File: src/rtl/rs_syn_pkg.sv
`timescale 1ns/1ps
package rs_syn_pkg;

  typedef enum logic {
    SYNC_PULSE   = 1'b0,
    SYNC_DATA_EN = 1'b1
  } sync_mode_e;

  // carry-less product reduced by the field polynomial
  function automatic int gf_mul(int a, int b, int w, int poly);
    int p;
    int aa;
    p  = 0;
    aa = a;
    for (int i = 0; i < w; i++) begin
      if (((b >> i) & 1) != 0) p = p ^ aa;
      aa = aa << 1;
      if (((aa >> w) & 1) != 0) aa = aa ^ poly;
    end
    return p;
  endfunction

  function automatic int gf_alpha_pow(int e, int w, int poly);
    int r;
    r = 1;
    for (int k = 0; k < e; k++) r = gf_mul(r, 2, w, poly);
    return r;
  endfunction

  // exponent of root i, reduced early so large settings do not overflow
  function automatic int root_exp(int i, int spacing, int start, int w);
    int m;
    m = (1 << w) - 1;
    return ((spacing % m) * ((start + i) % m)) % m;
  endfunction

endpackage

File: src/rtl/rs_syn_cmul.sv
`timescale 1ns/1ps
module rs_syn_cmul
  import rs_syn_pkg::*;
#(
  parameter int SYM_W      = 8,
  parameter int FIELD_POLY = 285,
  parameter int COEF       = 1
) (
  input  logic [SYM_W-1:0] a_i,
  output logic [SYM_W-1:0] p_o
);

  logic [SYM_W-1:0] col [SYM_W];

  // column j is COEF * alpha^j, fixed at elaboration
  for (genvar j = 0; j < SYM_W; j++) begin : g_col
    localparam int COL = gf_mul(COEF, 1 << j, SYM_W, FIELD_POLY);
    assign col[j] = COL[SYM_W-1:0];
  end

  always_comb begin
    p_o = '0;
    for (int j = 0; j < SYM_W; j++) begin
      if (a_i[j]) p_o = p_o ^ col[j];
    end
  end

endmodule

File: src/rtl/rs_syn_cell.sv
`timescale 1ns/1ps
module rs_syn_cell #(
  parameter int SYM_W      = 8,
  parameter int FIELD_POLY = 285,
  parameter int ROOT       = 1
) (
  input  logic             clk_i,
  input  logic             rst_ni,
  input  logic             take_i,
  input  logic             first_i,
  input  logic [SYM_W-1:0] sym_i,
  output logic [SYM_W-1:0] acc_o
);

  logic [SYM_W-1:0] acc_q;
  logic [SYM_W-1:0] acc_scaled;

  rs_syn_cmul #(
    .SYM_W     (SYM_W),
    .FIELD_POLY(FIELD_POLY),
    .COEF      (ROOT)
  ) u_mul (
    .a_i(acc_q),
    .p_o(acc_scaled)
  );

  // Horner step; the first symbol of a block drops the old value
  always_ff @(posedge clk_i or negedge rst_ni) begin
    if (!rst_ni) begin
      acc_q <= '0;
    end else if (take_i) begin
      acc_q <= first_i ? sym_i : (acc_scaled ^ sym_i);
    end
  end

  assign acc_o = acc_q;

endmodule

File: src/rtl/rs_syn_ctrl.sv
`timescale 1ns/1ps
module rs_syn_ctrl
  import rs_syn_pkg::*;
#(
  parameter int         N_SYM     = 255,
  parameter sync_mode_e SYNC_MODE = SYNC_PULSE,
  localparam int        CNT_W     = $clog2(N_SYM + 1)
) (
  input  logic clk_i,
  input  logic rst_ni,
  input  logic ce_i,
  input  logic sync_i,
  output logic take_o,
  output logic first_o,
  output logic active_o,
  output logic valid_o
);

  logic [CNT_W-1:0] cnt_q;
  logic [CNT_W-1:0] cnt_nxt;
  logic             active_q;
  logic             valid_q;
  logic             start;
  logic             take;
  logic             last;

  if (SYNC_MODE == SYNC_PULSE) begin : g_pulse
    // a marker always restarts the block
    assign start = ce_i & sync_i;
  end else begin : g_level
    // level marks information symbols; only the first high cycle starts
    assign start = ce_i & sync_i & ~active_q;
  end

  assign take    = start | (ce_i & active_q);
  assign cnt_nxt = start ? CNT_W'(1) : (cnt_q + CNT_W'(1));
  assign last    = take & (cnt_nxt == CNT_W'(N_SYM));

  always_ff @(posedge clk_i or negedge rst_ni) begin
    if (!rst_ni) begin
      cnt_q    <= '0;
      active_q <= 1'b0;
    end else if (take) begin
      cnt_q    <= last ? '0 : cnt_nxt;
      active_q <= ~last;
    end
  end

  always_ff @(posedge clk_i or negedge rst_ni) begin
    if (!rst_ni) begin
      valid_q <= 1'b0;
    end else if (ce_i) begin
      valid_q <= last;
    end
  end

  assign take_o   = take;
  assign first_o  = start;
  assign active_o = active_q;
  assign valid_o  = valid_q;

endmodule

File: src/rtl/rs_syndrome_calc.sv
`timescale 1ns/1ps
module rs_syndrome_calc
  import rs_syn_pkg::*;
#(
  parameter int         SYM_W      = 8,
  parameter int         N_SYM      = 255,
  parameter int         K_SYM      = 239,
  parameter int         FIELD_POLY = 285,
  parameter int         GEN_START  = 0,
  parameter int         ROOT_SPACE = 1,
  parameter sync_mode_e SYNC_MODE  = SYNC_PULSE,
  localparam int        N_ROOT     = N_SYM - K_SYM,
  localparam int        SYN_W      = N_ROOT * SYM_W
) (
  input  logic             clk_i,
  input  logic             rst_ni,
  input  logic             ce_i,
  input  logic             sync_i,
  input  logic [SYM_W-1:0] sym_i,
  output logic [SYN_W-1:0] syn_o,
  output logic             syn_valid_o,
  output logic             syn_zero_o
);

  logic take;
  logic first;
  logic blk_active;

  rs_syn_ctrl #(
    .N_SYM    (N_SYM),
    .SYNC_MODE(SYNC_MODE)
  ) u_ctrl (
    .clk_i   (clk_i),
    .rst_ni  (rst_ni),
    .ce_i    (ce_i),
    .sync_i  (sync_i),
    .take_o  (take),
    .first_o (first),
    .active_o(blk_active),
    .valid_o (syn_valid_o)
  );

  for (genvar i = 0; i < N_ROOT; i++) begin : g_root
    localparam int ROOT = gf_alpha_pow(root_exp(i, ROOT_SPACE, GEN_START, SYM_W),
                                       SYM_W, FIELD_POLY);
    rs_syn_cell #(
      .SYM_W     (SYM_W),
      .FIELD_POLY(FIELD_POLY),
      .ROOT      (ROOT)
    ) u_cell (
      .clk_i  (clk_i),
      .rst_ni (rst_ni),
      .take_i (take),
      .first_i(first),
      .sym_i  (sym_i),
      .acc_o  (syn_o[i*SYM_W +: SYM_W])
    );
  end

  assign syn_zero_o = ~|syn_o;

endmodule

File: config.mk
export PLATFORM = sky130hd
export DESIGN_NAME = rs_syndrome_calc
export DESIGN_NICKNAME = d
export VERILOG_FILES = /design/src/rtl/rs_syn_pkg.sv /design/src/rtl/rs_syn_cmul.sv /design/src/rtl/rs_syn_cell.sv /design/src/rtl/rs_syn_ctrl.sv /design/src/rtl/rs_syndrome_calc.sv
export SDC_FILE = /design/constraint.sdc
export NUM_CORES = 1
export LEC_CHECK = 0
export CAP_MARGIN = 5
export CORE_MARGIN = 5
export CORE_UTILIZATION = 57
export DETAILED_ROUTE_END_ITERATION = 7
export DONT_BUFFER_PORTS = 1
export GPL_TIMING_DRIVEN = 1
export PLACE_DENSITY = 0.72
export SLEW_MARGIN = 30
export SYNTH_ARGS = -nofsm -noshare
export SYNTH_HDL_FRONTEND = slang
export SYNTH_SLANG_ARGS = --single-unit
File: constraint.sdc
create_clock -name clk_i -period 5.95 [get_ports clk_i]
set_clock_uncertainty 0.2 [all_clocks]
set_input_delay 0 -clock clk_i [delete_from_list [all_inputs] [get_ports clk_i]]
set_output_delay 0 -clock clk_i [all_outputs]
set_load 0.005 [all_outputs]
==> run_results.csv, run 1 <==
group,metric,value,unit
power,static-leakage-power,4.45,nW
synth,synthesized_area_per_cell,8.60,um^2
detailed_routing,detail-route-antenna-nets,0,
clocking,cts_post_setup_buffers_inserted,0,
synth,synth.net_count,1160,
floorplan,die-height,141,um
detailed_routing,remaining_drc_errors,0,
floorplan,floorplan.initialDensity,58.5,%
outcome,run_status,"finished clean",
sta,slew_violations,0,
power,pwr_density_cell,682,nW/um^2
sta,timing.slew.headroom,32.0,%
global_route,most_crowded_layer_gr,"met2",
synth,synth-seq-area-share,35.5,%
place,detailed_place_hpwl,19100,um
setup_path,capturing_element_type_of_the_critical_path,"flip-flop",
sta,worstMarginPinSlew,1020,ps
synth,synth_warnings,0,
sta,fmaxAchievable,0.317,GHz
global_route,track_usage,29.7,%
worst_hold_path,timing.hold.worst.class,"primary input to asynchronous set/reset pin",
power,total_power,7.25,mW
cells_and_area,fillers,1373,
synth,synth_area_leaders,"dfrtp_1, xnor2_1, xor2_1",
floorplan,cell_rows,47,
sta,totalNegativeSetupSlack,0,ps
detailed_routing,detail_route.wirelength,29300,um
floorplan,core_area,16600,um^2
global_route,grt_util_met2,45.6,%
synth,post-synth-top-count-cell,"xnor2_1",
global_route,gr-usage-met1,39.1,%
clocking,post_cts_resized,0,
cells_and_area,p_r_area_growth_vs_syn,9.23,%
setup_path,crit_required,6120,ps
sta,hold_viol,0,
global_route,grt_pass1_vias,7662,
setup_path,start_kind,"flip-flop",
setup_path,kind_of_critical_path,"flip-flop to flip-flop",
synth,netlist_area,9730,um^2
floorplan,design.portCount,142,
sta,grt_setup_unrepaired,"no",
clocking,worstSkewPairLatency,430,ps
global_route,grt_first_pass_wirelength,45700,um
place,buffer_ports.inserted,0,
clocking,clk_path_buf_depth,2,
setup_path,timing.critical_path.slowest_stage_cell,"dfrtp_1",
synth,synth_seq_cells,138,
power,worst_ir_drop_vdd,334,uV
setup_path,cp.arrival,3320,ps
synth,synth-main-ff-cell,"dfrtp_1",
global_route,number_of_antenna_violations_at_the_first_check_in_global_routing,0,
detailed_routing,detail_route.first_pass.iterations,6,
setup_path,crit_chain,"o21a_1, buf_4, and2_1, mux4_2, nand2b_1, dlygate4sd3_1",
detailed_routing,number_of_drc_markers_in_iteration_0,828,
floorplan,die_area,19800,um^2
cells_and_area,fraction_of_final_layout_cells_sized_beyond_drive_strength_1,5.82,%
detailed_routing,post_drt_wl_per_cell,22.2,um
setup_path,timing.critical_path.fanout_max,21,
synth,synthDistinctLibCells,68,
global_route,globalRouteMet3Util,9.55,%
synth,synth_top_cell_area_share,35.5,%
synth,synth_top_area_cell,"dfrtp_1",
clocking,cts.sink_count,138,
cells_and_area,fin_nets,1116,
synth,synth-async-reset-ratio,100,%
place,gp_congestion,0.849,
clocking,cts_max_level,4,
clocking,tritoncts,"built",
floorplan,chipWidth,141,um
global_route,aggregate_global_routing_overflow,0,
synth,synth_top_cells_by_count,"xnor2_1, nand2_1, dfrtp_1",
setup_path,critical-path-max-stage-delay,630,ps
clocking,clk_pin_slew,60,ps
detailed_routing,vias_per_cell,6.17,
sta,post_layout_minimum_cycle_time,3150,ps
run,maximum_capacitance_violations,0,
global_route,pin_count_of_the_biggest_net_entering_global_routing,139,
synth,synth_edf_count,0,
clocking,cts-buffers-inserted,17,
sta,min_period_over_period,53.0,%
clocking,ctsRootBufferMaster,"clkbuf_16",
synth,synth_cells,1131,
sta,setup_violations,0,
detailed_routing,vias,8155,
clocking,hold_buf_count_cts,27,
worst paths after layout:
check,from,endpoint,cells after the start,slack (ps)
min in group clk_i,sync_i,g_root[5].u_cell.acc_o[4],4,60
worst max-delay path,u_ctrl.active_o,g_root[10].u_cell.acc_o[6],6,2800
worst min register to register,u_ctrl.cnt_q[7],u_ctrl.cnt_q[7],2,330
worst max register to register,u_ctrl.active_o,g_root[10].u_cell.acc_o[6],6,2800
worst min-delay path,rst_ni,u_ctrl.cnt_q[4],2,20
max in group asynchronous,rst_ni,g_root[6].u_cell.acc_o[5],2,5000
registers in the layout, indices dropped and copies added, names as in the netlist:
signal               count
u_ctrl.active_o          1
g_root.u_cell.acc_o    128
u_ctrl.cnt_q             8
u_ctrl.valid_o           1
per-stage QoR:
stage	hold WS, ps	util [%]	std cells	area (um^2)	setup WS (ps)
floorplan	-496	-	1131	9730	3690
global placement	-490	58.1	1260	9670	3210
detailed placement	-490	58.1	1260	9670	3150
CTS	21.5	63.8	1319	10600	2840
global route	76.4	63.8	1320	10600	2650
finish	15.4	63.9	1321	10600	2800
critical path: cells and delay by family, from the launching register on:
| kind | cells | cell delay (ps) |
|---|---|---|
| AOI/OAI and AO/OA | 1 | 630 |
| and+or+nand+nor | 2 | 420 |
| muxes | 1 | 270 |
| DFF | 1 | 630 |
| buffers and inverters | 2 | 940 |
layer usage:
layer | vias to the layer above | share of wire [%]
met5 | - | 0
met2 | 349 | 46
met1 | 3994 | 41
met3 | 65 | 9.6
li1 | 3747 | -
met4 | 0 | 3.1
layout make-up:
cell class / instances / area [um^2] / area share (%)
tap: 220 / 275 / 2.59
multi-input combinational: 854 / 5730 / 54.0
inverter: 41 / 154 / 1.45
sequential: 138 / 3450 / 32.5
antenna: 1 / 2.50 / 0.0235
clock inverter: 14 / 173 / 1.62
timing repair buffer: 35 / 405 / 3.81
clock buffer: 18 / 429 / 4.04
logic make-up (layout without fill, tap and decap cells):
family	after synthesis	after routing	share of synthesized area, %
flops	138	138	35.5
other cells	0	1	0
fa+ha+maj	17	17	2.19
xor+xnor	237	237	22.5
buf+inv	139	108	5.71
compound gates	234	234	15.0
simple gates	334	334	15.6
mux	32	32	3.50
power by group:
part | internal, mW | switching (mW) | total (mW)
Sequential | 1.35 | 0.992 | 2.35
Combinational | 1.98 | 1.82 | 3.81
Clock | 0.659 | 0.441 | 1.10
Total | 4.00 | 3.26 | 7.25
placed cells by master (no fill, tap or decap), types with 11 or more instances in the layout:
| master | count |
|---|---|
| inv_1 | 40 |
| nand2_1 | 155 |
| nor2_1 | 94 |
| dlygate4sd3_1 | 20 |
| dfrtp_1 | 138 |
| clkbuf_16 | 17 |
| nor3_1 | 11 |
| xnor2_1 | 157 |
| a21oi_1 | 23 |
| mux2i_1 | 25 |
| nor4_1 | 24 |
| xor2_1 | 72 |
| ha_1 | 17 |
| o21ai_0 | 119 |
| a21o_1 | 11 |
Power figures use the tool's default switching activity.
==> inputs of run 2 (changes only) <==
Clock period 5.95 ns to 3.1 ns, I/O delays scaled along.
==> run 2 against run 1 <==
Against the previous run:
- sequential share of layout area decreased by 0.36 points
- the flow now finishes with violations (hold timing)
- sequential cell count stayed put
- final cell count increased by 0.68%
- first-iteration DRC count increased by 3.0%
==> run_results.csv, run 2 (synthesis gave the netlist of run 1 again) <==
group,metric,value,unit
sta,post_layout_minimum_cycle_time,3010,ps
cells_and_area,commonest_non_fill_non_tap_cells_in_the_layout,"xnor2_1, nand2_1, dfrtp_1",
setup_path,timing.critical_path.buf_inv,1,
detailed_routing,detail_route.wirelength,29500,um
sta,worstMarginPinSlew,892,ps
floorplan,design.portCount,142,
clocking,clk_pin_slew,60,ps
global_route,aggregate_global_routing_overflow,0,
detailed_routing,detail-route-antenna-nets,0,
power,internal_power,7.92,mW
place,dp_worst_setup_slack,561,ps
detailed_routing,detail_route.first_pass.iterations,5,
sta,hold_viol,138,
cells_and_area,antennaDiodeCount,0,
sta,setup_violations,0,
power,pwr_density_cell,1310,nW/um^2
floorplan,core_area,16600,um^2
setup_path,cp.arrival,2810,ps
global_route,track_usage,29.7,%
setup_path,worst_r2r_endpoint,"g_root[10].u_cell.acc_o[6]",
outcome,failed_checks,"hold timing",
setup_path,critical_path_depth,7,
detailed_routing,met2_length,13500,um
power,power.net_switching,6.21,mW
detailed_routing,drt-met1-wl,12100,um
cells_and_area,fillers,1370,
power,static-leakage-power,4.53,nW
place,gp_congestion,0.891,
power,seq_power_share,31.2,%
cells_and_area,largest_register_ffs,128,
cells_and_area,layout_commonest_cell,"xnor2_1",
detailed_routing,number_of_drc_markers_in_iteration_0,853,
outcome,run_status,"finished with violations",
place,buffer_ports.inserted,0,
clocking,cts.sink_count,138,
sta,setup_slack,85.9,ps
cells_and_area,fin_nets,1126,
clocking,ctsRootBufferMaster,"clkbuf_16",
setup_path,crit_chain,"inv_1, ha_1, nand2_1, nor3_1, nand4_1, or4_1, nor4_1",
power,p_sw_share,44.0,%
setup_path,timing.critical_path.slowest_stage_cell,"or4_1",
setup_path,capturing_element_type_of_the_critical_path,"primary output",
detailed_routing,vias_per_cell,6.18,
power,worst_ir_drop_vdd,658,uV
sta,slew_violations,0,
place,detailed_place_hpwl,19800,um
worst_hold_path,timing.hold.worst.class,"primary input to asynchronous set/reset pin",
sta,timing.slew.headroom,40.3,%
power,power.share.combinational,52.8,%
floorplan,cell_rows,47,
detailed_routing,vias,8224,
sta,totalNegativeSetupSlack,0,ps
floorplan,die-height,141,um
setup_path,kind_of_critical_path,"flip-flop to primary output",
clocking,post_cts_resized,0,
floorplan,die_area,19800,um^2
setup_path,timing.reg2reg.worst_path_depth,5,
sta,fmaxAchievable,0.332,GHz
clocking,worstSkewPairLatency,430,ps
setup_path,timing.critical_path.fanout_max,5,
setup_path,r2r_setup_slack,230,ps
setup_path,critical-path-max-stage-delay,600,ps
setup_path,path_delay_family,"simple AND/OR/NAND/NOR gates",
floorplan,chipWidth,141,um
detailed_routing,remaining_drc_errors,0,
sta,min_period_over_period,97.2,%
setup_path,crit_required,2900,ps
global_route,number_of_antenna_violations_at_the_first_check_in_global_routing,0,
cells_and_area,fraction_of_final_layout_cells_sized_beyond_drive_strength_1,6.67,%
clocking,cts_max_level,4,
sta,grt_setup_unrepaired,"no",
global_route,grt_first_pass_wirelength,45900,um
global_route,pin_count_of_the_biggest_net_entering_global_routing,139,
detailed_routing,met3_length,2980,um
power,clock_power_share,15.9,%
sta,timing.hold.ws,-934,ps
clocking,clk_path_buf_depth,2,
floorplan,floorplan.initialDensity,58.5,%
setup_path,start_kind,"flip-flop",
detailed_routing,post_drt_wl_per_cell,22.1,um
setup_path,origin_of_the_critical_flop_to_flop_path,"u_ctrl.active_o",
cells_and_area,p_r_area_growth_vs_syn,10.4,%
global_route,grt_pass1_vias,7754,
run,maximum_capacitance_violations,0,
detailed_routing,top_layer,"met4",
clocking,cts-buffers-inserted,17,
clocking,tritoncts,"built",
run 2: what timing repair did:
| item | 4_1_cts | 5_1_grt |
|---|---|---|
| endpoints found under the hold margin | 274 | 140 |
| buffers inserted | 0 | 0 |
| hold buffers | 26 | 1 |
| endpoints found under the setup margin | 0 | 0 |
run 2: power by group through the flow:
stage	clock, mW	combinational, mW	sequential (mW)
detailed placement	0	7.16	4.42
floorplan	0	6.56	3.50
CTS	2.27	7.43	4.39
global route	2.36	8.28	4.54
finish	2.25	7.47	4.41
global placement	0	7.00	4.40
run 2: worst register-to-register path, delay by kind of cell (launching register included):
kind | cells | cell delay, ps
and+or+nand+nor | 2 | 550
muxes | 1 | 480
buffers and inverters | 1 | 550
AOI/OAI and AO/OA | 1 | 490
DFF | 1 | 480
run 2: final cells by class:
class / instances / area (um^2) / area share [%]
flip-flops and latches: 138 / 3450 / 32.1
multi-input cells: 854 / 5730 / 53.4
clock buffers: 19 / 443 / 4.12
repair buffers: 45 / 485 / 4.52
clock inverters: 13 / 199 / 1.85
well taps: 220 / 275 / 2.56
inverters: 41 / 154 / 1.43
run 2: how the worst max path moves through the flow:
stage	startpoint	end	slack [ps]
floorplan	u_ctrl.cnt_q[0]	u_ctrl.cnt_q[3]	840
global placement	g_root[15].u_cell.acc_o[0]	syn_zero_o	520
detailed placement	g_root[10].u_cell.acc_o[0]	syn_zero_o	560
CTS	g_root[15].u_cell.acc_o[1]	syn_zero_o	90
global route	g_root[4].u_cell.acc_o[5]	syn_zero_o	40
finish	g_root[10].u_cell.acc_o[0]	syn_zero_o	90
run 2: through the flow:
| stage | area (um^2) | utilization (%) | total power, mW | std cells | hold slack, ps |
|---|---|---|---|---|---|
| finish | 10700 | 64.6 | 14.1 | 1330 | -934 |
| global route | 10700 | 64.6 | 15.2 | 1330 | -955 |
| CTS | 10700 | 64.5 | 14.1 | 1329 | -948 |
| detailed placement | 9780 | 58.7 | 11.6 | 1271 | -492 |
| global placement | 9780 | 58.7 | 11.4 | 1271 | -491 |
| floorplan | 9730 | - | 10.1 | 1131 | -496 |
run 2: metal layers:
layer	global-route usage, %	vias to the layer above
li1	-	3759
met3	8.33	69
met4	10.9	0
met5	0	-
met1	40.6	4009
met2	45.2	387
==> inputs of run 3 (changes only) <==
Settings changed: SYNTH_HIERARCHICAL from default to 1.
==> run 3 against run 2 <==
Against the previous run:
- the run still ends with hold timing left
- non-clock buffer count increased by 3
- critical path depth increased by 1
- design area increased by 13%
- setup slack improved by 47 ps
- sequential power decreased by 2%
- area after synthesis increased by 17%
- wire length decreased by 5.0%
- die area increased by 16%
- maximum frequency increased by 1.6%
- utilization decreased by 2.2 points
- sequential share of layout area decreased by 3.8 points
- largest power group unchanged
- highest routed layer unchanged
==> run_results.csv, run 3 <==
group,metric,value,unit
sta,setup_violations,0,
floorplan,floorplan.initialDensity,58.2,%
cells_and_area,commonest_non_fill_non_tap_cells_in_the_layout,"dfrtp_1, nand2_1, inv_1",
synth,synth_top_area_cell,"dfrtp_1",
clocking,ctsRootBufferMaster,"clkbuf_16",
place,gp_congestion,0.861,
detailed_routing,top_layer,"met4",
synth,synth_seq_cells,138,
detailed_routing,vias_per_cell,6.01,
setup_path,crit_chain,"o21ai_0, buf_4, inv_16, buf_12, nand2_1, dlygate4sd3_1, o221ai_1, dlygate4sd3_1",
setup_path,crit_required,3260,ps
cells_and_area,fin_nets,1157,
place,buffer_ports.inserted,0,
setup_path,path_delay_family,"buffers and inverters",
place,detailed_place_hpwl,17500,um
sta,post_layout_minimum_cycle_time,2970,ps
clocking,cts_post_setup_buffers_inserted,0,
floorplan,chipWidth,151,um
clocking,tritoncts,"built",
synth,post-synth-top-count-cell,"dfrtp_1",
cells_and_area,antennaDiodeCount,0,
setup_path,start_kind,"flip-flop",
sta,worstMarginPinSlew,755,ps
clocking,hold_buf_count_cts,35,
synth,synthDistinctLibCells,47,
cells_and_area,layout_commonest_cell,"dfrtp_1",
synth,synth_warnings,6,
floorplan,die-height,151,um
detailed_routing,met3_length,1930,um
global_route,pin_count_of_the_biggest_net_entering_global_routing,139,
floorplan,design.portCount,142,
clocking,clk_path_buf_depth,2,
detailed_routing,detail_route.first_pass.iterations,5,
power,worst_ir_drop_vdd,680,uV
cells_and_area,fillers,1629,
global_route,grt_pass1_vias,8203,
sta,hold_viol,138,
detailed_routing,detail_route.wirelength,28000,um
power,static-leakage-power,4.90,nW
setup_path,timing.critical_path.buf_inv,5,
floorplan,cell_rows,51,
outcome,failed_checks,"hold timing",
worst_hold_path,timing.hold.worst.class,"primary input to asynchronous set/reset pin",
detailed_routing,vias,8545,
clocking,cts_max_level,4,
detailed_routing,met2_length,13500,um
setup_path,kind_of_critical_path,"flip-flop to flip-flop",
sta,fmaxAchievable,0.337,GHz
floorplan,core_area,19500,um^2
clocking,cts-buffers-inserted,17,
sta,totalNegativeSetupSlack,0,ps
synth,synth-seq-area-share,30.4,%
run,maximum_capacitance_violations,0,
setup_path,capturing_element_type_of_the_critical_path,"flip-flop",
setup_path,cp_common_cell,"dlygate4sd3_1",
synth,synthesized_area_per_cell,9.88,um^2
detailed_routing,post_drt_wl_per_cell,19.7,um
synth,synth.net_count,1163,
sta,timing.hold.ws,-924,ps
sta,slew_violations,0,
synth,synth_cells,1150,
global_route,grt_first_pass_wirelength,44600,um
detailed_routing,remaining_drc_errors,0,
setup_path,origin_of_the_critical_flop_to_flop_path,"u_ctrl/active_o",
synth,synth_edf_count,0,
setup_path,critical-path-max-stage-delay,560,ps
setup_path,cp.arrival,3130,ps
outcome,run_status,"finished with violations",
global_route,number_of_antenna_violations_at_the_first_check_in_global_routing,1,
synth,synth_top_cell_area_share,30.4,%
sta,grt_setup_unrepaired,"no",
clocking,clk_pin_slew,60,ps
clocking,cts.sink_count,138,
setup_path,timing.critical_path.fanout_max,92,
global_route,track_usage,24.6,%
clocking,worstSkewPairLatency,420,ps
detailed_routing,drt-met1-wl,12200,um
cells_and_area,fraction_of_final_layout_cells_sized_beyond_drive_strength_1,8.47,%
synth,netlist_area,11400,um^2
sta,min_period_over_period,95.7,%
sta,timing.slew.headroom,49.7,%
setup_path,cp-startpoint,"u_ctrl/active_o",
synth,synth_area_leaders,"dfrtp_1, nand4bb_1, xnor2_1",
synth,synth_top_cells_by_count,"dfrtp_1, nand2_1, inv_1",
floorplan,die_area,22900,um^2
setup_path,timing.critical_path.slowest_stage_cell,"dlygate4sd3_1",
synth,synth-async-reset-ratio,100,%
global_route,aggregate_global_routing_overflow,0,
cells_and_area,p_r_area_growth_vs_syn,7.10,%
detailed_routing,detail-route-antenna-nets,0,
synth,synth-main-ff-cell,"dfrtp_1",
cells_and_area,largest_register_ffs,128,
power,pwr_density_cell,1150,nW/um^2
detailed_routing,number_of_drc_markers_in_iteration_0,574,
==> run 3: cell types whose count changed after synthesis, moves of 32 or more <==
cell and delta:
xnor2_1 -34, clkbuf_1 -73, o21ai_0 -117, and2b_1 +32
inv_1 +90, nand4bb_1 +128, buf_4 +39, nor2_1 -85
nor2b_1 +96, o221ai_1 +89
==> run 3: final cells by class <==
cell class | instances | area [um^2] | area share [%]
clock buffers | 25 | 485 | 3.99
clock inverters | 7 | 90.1 | 0.740
flip-flops and latches | 138 | 3450 | 28.4
multi-input cells | 809 | 6700 | 55.1
well taps | 265 | 332 | 2.72
inverters | 130 | 504 | 4.14
repair buffers | 48 | 607 | 4.99
==> run 3: per-stage QoR <==
step	instances	utilization, %	cell area [um^2]	total power, mW	setup WS [ps]
floorplan	1150	-	11400	10.6	76.7
global placement	1355	57.1	11200	11.5	856
detailed placement	1355	57.1	11200	11.8	789
CTS	1422	62.3	12200	14.1	24.3
global route	1422	62.3	12200	15.1	11.3
finish	1422	62.3	12200	14.0	133
==> run 3: timing repair <==
item                       CTS  global route
hold endpoints to repair   275           138
gates resized for setup      0             3
setup endpoints to repair    0             7
==> run 3: metal layers <==
layer  GRT usage [%]  up-vias
met5               0        -
met4            6.57        0
met3            7.06       26
met2            40.7      206
met1            31.7     4235
li1                -     4078
==> run 3: cell families after synthesis <==
kind of cell             count (synthesis)  share of synthesized area (%)
AO/OA/AOI/OAI                          150                           12.9
XOR/XNOR                               197                           17.6
adder cells (fa/ha/maj)                  1                          0.110
buffers and inverters                  203                           10.7
flip-flops                             138                           30.4
AND/OR/NAND/NOR                        461                           28.3
==> run 3: worst paths after layout <==
path / depth (start not counted) / slack (ps) / end
max: 8 / 130 / g_root[13].u_cell/acc_o[2]
min: 0 / -920 / g_root[13].u_cell/acc_o[7]
max reg2reg: 8 / 130 / g_root[13].u_cell/acc_o[2]
min reg2reg: 1 / 310 / u_ctrl/valid_o
max in group asynchronous: 0 / 3420 / g_root[1].u_cell/acc_o[2]
min in group clk_i: 3 / 80 / g_root[10].u_cell/acc_o[2]
==> run 3: power breakdown <==
| group | internal (mW) | total [mW] | switching (mW) |
|---|---|---|---|
| Combinational | 4.32 | 7.65 | 3.33 |
| Sequential | 2.56 | 4.34 | 1.78 |
| Clock | 1.25 | 2.05 | 0.804 |
| Total | 8.12 | 14.0 | 5.91 |
